## src/rtl/l2tc_pkg.sv

```systemverilog
package l2tc_pkg;
  typedef enum logic [2:0] {
    ST_IDLE,
    ST_LOOK,
    ST_CMP,
    ST_WB,
    ST_FILL,
    ST_UPD,
    ST_INV
  } l2tc_state_e;
endpackage

```

## src/rtl/l2tc_wrap_ctr.sv

```systemverilog
module l2tc_wrap_ctr #(
  parameter int W = 2
) (
  input  logic         clk,
  input  logic         rst_n,
  input  logic         en,
  output logic [W-1:0] cnt,
  output logic         wrap
);
  assign wrap = en && (&cnt);

  always_ff @(posedge clk) begin
    if (!rst_n) cnt <= '0;
    else if (en) cnt <= cnt + 1'b1;
  end
endmodule

```

## src/rtl/l2tc_state_array.sv

```systemverilog
module l2tc_state_array #(
  parameter int IDX_W = 8
) (
  input  logic             clk,
  input  logic             big,
  input  logic [IDX_W:0]   idx,
  output logic             valid_o,
  output logic             dirty_o,
  input  logic             set_valid,
  input  logic             dirty_we,
  input  logic             dirty_val,
  input  logic             clr,
  input  logic [IDX_W-1:0] clr_row
);
  localparam int ROWS = 1 << IDX_W;

  logic [IDX_W-1:0] row;
  logic             hi;
  logic [1:0]       we, wv, rd;

  assign row = idx[IDX_W-1:0];
  assign hi  = idx[IDX_W];

  // bank 0: valid of low lines; bank 1: dirty (small) or valid of high lines (wide)
  always_comb begin
    if (big) begin
      we = {set_valid && hi, set_valid && !hi};
      wv = 2'b11;
    end else begin
      we = {dirty_we, set_valid};
      wv = {dirty_val, 1'b1};
    end
  end

  for (genvar b = 0; b < 2; b++) begin : g_bank
    logic [ROWS-1:0] bits;
    always_ff @(posedge clk) begin
      if (clr) bits[clr_row] <= 1'b0;
      else if (we[b]) bits[row] <= wv[b];
    end
    assign rd[b] = bits[row];
  end

  assign valid_o = big ? rd[hi] : rd[0];
  assign dirty_o = big ? 1'b0 : rd[1];
endmodule

```

## src/rtl/l2_tag_ctrl.sv

```systemverilog
module l2_tag_ctrl
  import l2tc_pkg::*;
#(
  parameter int LINE_BYTES = 32,
  parameter int BUS_BYTES  = 8,
  parameter int IDX_W      = 8,
  parameter int TAG_W      = 8,
  localparam int BEAT_W    = $clog2(LINE_BYTES / BUS_BYTES),
  localparam int LA_W      = IDX_W + TAG_W
) (
  input  logic              clk,
  input  logic              rst_n,
  input  logic              mode_big,
  input  logic              inv_start,
  output logic              busy,
  input  logic              req_valid,
  output logic              req_ready,
  input  logic [LA_W-1:0]   req_line,
  input  logic              req_write,
  output logic              done,
  output logic              done_hit,
  output logic [IDX_W:0]    tag_addr,
  output logic              tag_we,
  output logic [TAG_W-1:0]  tag_wdata,
  input  logic [TAG_W-1:0]  tag_rdata,
  output logic              burst_act,
  output logic              burst_wr,
  output logic [LA_W-1:0]   burst_line,
  output logic [BEAT_W-1:0] burst_beat,
  input  logic              burst_rdy
);
  // ---------------- address arithmetic ----------------
  function automatic logic [IDX_W:0] f_index(input logic [LA_W-1:0] l, input logic big);
    return big ? l[IDX_W:0] : {1'b0, l[IDX_W-1:0]};
  endfunction

  function automatic logic [TAG_W-1:0] f_tag(input logic [LA_W-1:0] l, input logic big);
    return big ? {1'b0, l[LA_W-1:IDX_W+1]} : l[LA_W-1:IDX_W];
  endfunction

  function automatic logic [TAG_W-1:0] f_word(input logic [TAG_W-1:0] t, input logic dirty,
                                              input logic big);
    return big ? {dirty, t[TAG_W-2:0]} : t;
  endfunction

  function automatic logic f_match(input logic [TAG_W-1:0] w, input logic [TAG_W-1:0] t,
                                   input logic big);
    return big ? (w[TAG_W-2:0] == t[TAG_W-2:0]) : (w == t);
  endfunction

  function automatic logic [LA_W-1:0] f_victim(input logic [TAG_W-1:0] w,
                                               input logic [IDX_W:0] ix, input logic big);
    return big ? {w[TAG_W-2:0], ix} : {w, ix[IDX_W-1:0]};
  endfunction

  // ---------------- state ----------------
  l2tc_state_e      st;
  logic [LA_W-1:0]  line_q, vict_q;
  logic             wr_q;

  logic [IDX_W:0]   idx_q;
  logic [TAG_W-1:0] tag_q;
  logic             sa_valid, sa_dirty, line_dirty;
  logic             in_cmp, in_inv;
  logic             beat_fire, beat_last;
  logic [IDX_W-1:0] sweep_row;
  logic             sweep_end;

  // named internal events
  logic ev_hit, ev_miss, ev_victim, ev_dirty_set, ev_wb_done, ev_fill_done, ev_update;

  assign idx_q      = f_index(line_q, mode_big);
  assign tag_q      = f_tag(line_q, mode_big);
  assign in_cmp     = (st == ST_CMP);
  assign in_inv     = (st == ST_INV);
  assign line_dirty = mode_big ? tag_rdata[TAG_W-1] : sa_dirty;

  assign ev_hit       = in_cmp && sa_valid && f_match(tag_rdata, tag_q, mode_big);
  assign ev_miss      = in_cmp && !ev_hit;
  assign ev_victim    = ev_miss && sa_valid && line_dirty;
  assign ev_dirty_set = ev_hit && wr_q;
  assign ev_update    = (st == ST_UPD);
  assign ev_wb_done   = (st == ST_WB) && beat_last;
  assign ev_fill_done = (st == ST_FILL) && beat_last;

  // ---------------- sub-blocks ----------------
  l2tc_state_array #(.IDX_W(IDX_W)) u_state (
    .clk       (clk),
    .big       (mode_big),
    .idx       (idx_q),
    .valid_o   (sa_valid),
    .dirty_o   (sa_dirty),
    .set_valid (ev_update),
    .dirty_we  (ev_update || ev_dirty_set),
    .dirty_val (ev_update ? wr_q : 1'b1),
    .clr       (in_inv),
    .clr_row   (sweep_row)
  );

  l2tc_wrap_ctr #(.W(BEAT_W)) u_beat (
    .clk   (clk),
    .rst_n (rst_n),
    .en    (beat_fire),
    .cnt   (burst_beat),
    .wrap  (beat_last)
  );

  l2tc_wrap_ctr #(.W(IDX_W)) u_sweep (
    .clk   (clk),
    .rst_n (rst_n),
    .en    (in_inv),
    .cnt   (sweep_row),
    .wrap  (sweep_end)
  );

  // ---------------- outputs ----------------
  assign busy       = in_inv;
  assign req_ready  = (st == ST_IDLE) && !inv_start;
  assign done       = ev_hit || ev_update;
  assign done_hit   = ev_hit;
  assign tag_addr   = idx_q;
  assign tag_we     = ev_update || (ev_dirty_set && mode_big);
  assign tag_wdata  = f_word(tag_q, ev_update ? wr_q : 1'b1, mode_big);
  assign burst_act  = (st == ST_WB) || (st == ST_FILL);
  assign burst_wr   = (st == ST_WB);
  assign burst_line = (st == ST_WB) ? vict_q : line_q;
  assign beat_fire  = burst_act && burst_rdy;

  // ---------------- sequencing ----------------
  always_ff @(posedge clk) begin
    if (!rst_n) begin
      st     <= ST_INV;
      line_q <= '0;
      vict_q <= '0;
      wr_q   <= 1'b0;
    end else begin
      unique case (st)
        ST_IDLE: begin
          if (inv_start) st <= ST_INV;
          else if (req_valid) begin
            line_q <= req_line;
            wr_q   <= req_write;
            st     <= ST_LOOK;
          end
        end
        ST_LOOK: st <= ST_CMP;
        ST_CMP: begin
          if (ev_hit) st <= ST_IDLE;
          else if (ev_victim) begin
            vict_q <= f_victim(tag_rdata, idx_q, mode_big);
            st     <= ST_WB;
          end else st <= ST_FILL;
        end
        ST_WB:   if (ev_wb_done) st <= ST_FILL;
        ST_FILL: if (ev_fill_done) st <= ST_UPD;
        ST_UPD:  st <= ST_IDLE;
        ST_INV:  if (sweep_end) st <= ST_IDLE;
        default: st <= ST_IDLE;
      endcase
    end
  end
endmodule

```

## config.mk

```make
export PLATFORM = sky130hd
export DESIGN_NAME = l2_tag_ctrl
export DESIGN_NICKNAME = d
export VERILOG_FILES = /design/src/rtl/l2tc_pkg.sv /design/src/rtl/l2tc_wrap_ctr.sv /design/src/rtl/l2tc_state_array.sv /design/src/rtl/l2_tag_ctrl.sv
export SDC_FILE = /design/constraint.sdc
export NUM_CORES = 1
export LEC_CHECK = 0
export BUFFER_PORTS_ARGS = -buffer_cell sky130_fd_sc_hd__buf_4
export CORE_MARGIN = 3
export CORE_UTILIZATION = 25
export DETAILED_ROUTE_END_ITERATION = 6
export SLEW_MARGIN = 10
export SYNTH_ARGS = -nofsm -noshare
export SYNTH_HDL_FRONTEND = slang
export SYNTH_SLANG_ARGS = --single-unit
```

## constraint.sdc

```tcl
create_clock -name clk -period 12.13 [get_ports clk]
set_input_delay 3.639 -clock clk [delete_from_list [all_inputs] [get_ports clk]]
set_output_delay 3.639 -clock clk [all_outputs]
set_load 0.005 [all_outputs]
```

==> results_dict.tcl <==
set metrics [dict create \
    drtIter0Drc 4498 \
    synth_edf_count 512 \
    critPathMaxFanout 22 \
    maxCapViolCount 0 \
    met1_usage_pct 23.4 \
    area_growth_pct 11.4 \
    leakage_nw 10.9 \
    tightest_slew_ps 1460 \
    hold_depth 2 \
    grtUsageMet2_pct 26.7 \
    hold_class "flip-flop to flip-flop" \
    hold_buffers 0 \
    async_flop_share_pct 0 \
    fin_tns_setup_ps 0 \
    synth-warning-count 0 \
    drc 0 \
    n_fill_cell 13307 \
    cts_sinks 558 \
    stdcell_count 4898 \
    period_minus_slack_ps 9630 \
    via_per_inst 5.80 \
    drt-pass1-iter-count 7 \
    gp_congestion 0.872 \
    grt_overflow 0 \
    synthTopCellsByArea "edfxtp_1 (48%), o21ai_0 (11%), o211ai_1 (6.1%), mux4_2 (5.9%), a21oi_1 (5.0%)" \
    antenna_found_initial 0 \
    multi_input_area_sq_um 14500 \
    wl_per_cell_um 24.8 \
    post_cts_buffers 0 \
    grt_max_degree 218 \
    pwr_density_cell_nw_per_um2 261 \
    ant_nets 0 \
    startpoint_type "input port" \
    syn_area_sq_um 32300 \
    ir_worst_vdd_v 0.000197 \
    use_met3_pct 4.01 \
    slew_violations 0 \
    clock_latency_ps 660 \
    grtUsageTotal_pct 17.3 \
    fin_skew_ps 27.7 \
    synth-main-ff-cell "edfxtp_1" \
    cp.arrival_ps 5990 \
    die_w_um 366 \
    io_pins 73 \
    num_rows 131 \
    cts_tree "built" \
    via_count 28429 \
    placed_cell_area_sq_um 34200 \
    layout-drive-gt1-share_pct 11.8 \
    ys_ff_latch 558 \
    die_area_sq_um 134000 \
    grt_pass1_vias 26634 \
    root_buffer "clkbuf_16" \
    synthCells 3287 \
    post-place-cells 4784 \
    fmax_mhz 104 \
    synth_top_area_cell "edfxtp_1" \
    fp.dieH_um 366 \
    cp-end-kind "primary output" \
    nNetsFinal 3153 \
    seqCellArea_sq_um 16300 \
    setup_viol 0 \
    ff2ff_path_depth 11 \
    status "finished clean" \
    dpl.hpwl_um 68000 \
    start_util_pct 25.3 \
    crit_type "input port to primary output" \
    cts_max_path_buffers 3 \
    cts.clk_slew.worst_paths_ps 50 \
    gr-max-usage-layer "met2" \
    numPortBuffers 72 \
    synth-seq-area-share_pct 50.4 \
    rsz0062_at_grt "no" \
    design_area_sq_um 36000 \
    power_mw 9.39 \
    fin_crit_sh_pct 79.4 \
    slew-limit-headroom_pct 2.34 \
    worstPathRequired_ps 8490 \
    core-area_sq_um 128000 \
    grt_first_pass_wirelength_um 179000 \
    htreeDepth 2 \
    synth.avg_cell_area_sq_um 9.84 \
    synth.distinct_cells 56 \
    fin_hold_ws_ps 461 \
    synthesis.nets 3323 \
    synth_top_area_share_pct 47.5 \
    numCtsBuffers 60 \
    cts_resized 0 \
    finalWirelength_um 122000 \
    hold_viol 0 \
]
==> kinds of logic (layout without fill, tap and decap cells) <==
family / after synthesis / count (layout) / synth area share (%)
compound gates: 1426 / 1426 / 25.0
fa+ha+maj: 5 / 5 / 0.193
xor+xnor: 15 / 15 / 0.406
other cells: 0 / 2 / 0
buf+inv: 397 / 277 / 5.21
flops: 558 / 558 / 50.4
simple gates: 659 / 659 / 8.52
mux: 227 / 227 / 10.3
==> layout by cell type (no fill, tap or decap), types with 10 or more instances in the layout <==
cell       count
nor3_1        14
nor2b_1       17
nand3_1       49
nor2_1       309
mux4_2        85
inv_1         10
clkbuf_1      18
edfxtp_1     512
a22oi_1       45
a21oi_1      322
a31oi_1       17
xor2_1        12
o21ai_0      741
dfxtp_1       40
o211ai_1     265
nand2_1      201
mux2i_1      136
nand2b_1      13
clkbuf_16     61
buf_4        150
clkinv_1      11
clkinv_2      13
==> flip-flops by register name, indices dropped and copies added (netlist names) <==
register and count:
u_beat.cnt 2, u_state.g_bank.bits 512, u_sweep.cnt 8, line_q 16, wr_q 1, vict_q 16, st 3
==> stage by stage <==
stage	worst slack, ps	util (%)
after floorplan	1650	-
after global placement	2570	26.7
after detailed placement	2540	26.7
after CTS	2530	28.1
after global routing	2340	28.1
final	2500	28.1
==> power breakdown <==
part | switching, mW | internal (mW)
sequential | 0.494 | 3.71
clock | 0.819 | 0.955
combinational | 2.19 | 1.22
total | 3.51 | 5.88
==> cells in the mapped netlist, types with 3 or more instances <==
cell type and n:
nor4_1 9, or2_2 4, nand2b_1 13, o22ai_1 4, mux2i_1 136, buf_6 6, a21oi_1 322, o31ai_1 3
nor3_1 26, mux2_2 6, nor2_1 316, nand4_1 6, dfxtp_1 46, buf_4 23, inv_1 10, nand2_1 201
a211oi_2 6, xnor2_1 3, o211ai_1 265, nand3_1 50, buf_2 51, clkbuf_1 297, o22a_1 4, a22oi_1 45
xor2_1 12, mux4_2 85, edfxtp_1 512, buf_1 8, a31oi_1 17, ha_1 5, a311oi_1 4, o21ai_0 741
nor2b_1 19
==> per-layer routing <==
layer	vias up	share of wire, %
li1	12091	-
met5	-	0
met4	0	3.9
met3	305	12
met1	14099	39
met2	1934	45
==> worst max-delay path: stages <==
cell and delay, ps:
buf_4 260, mux2_2 400, xor2_1 160, or4_1 520, nor4_1 330, nand4b_1 240, o31ai_1 270, buf_4 150
==> worst paths after layout <==
| kind | startpoint | end | slack, ps |
|---|---|---|---|
| setup / recovery | mode_big | tag_we | 2500 |
| hold / removal | vict_q[3]$_SDFFE_PN0P_ | vict_q[3]$_SDFFE_PN0P_ | 460 |
| setup reg to reg | line_q[1]$_SDFFE_PN0P_ | u_state.g_bank[1].bits[69]$_DFFE_PP_ | 5890 |
| hold reg to reg | vict_q[3]$_SDFFE_PN0P_ | vict_q[3]$_SDFFE_PN0P_ | 460 |
==> layout make-up <==
class | count | share of cell area (%)
multi-input combinational | 2332 | 40.3
tap | 1729 | 6.00
clock inverter | 31 | 0.517
timing repair buffer | 153 | 3.29
sequential | 558 | 45.3
inverter | 12 | 0.146
clock buffer | 81 | 4.50
antenna | 2 | 0.0139
Note: power is estimated with default switching activity, not from simulation.
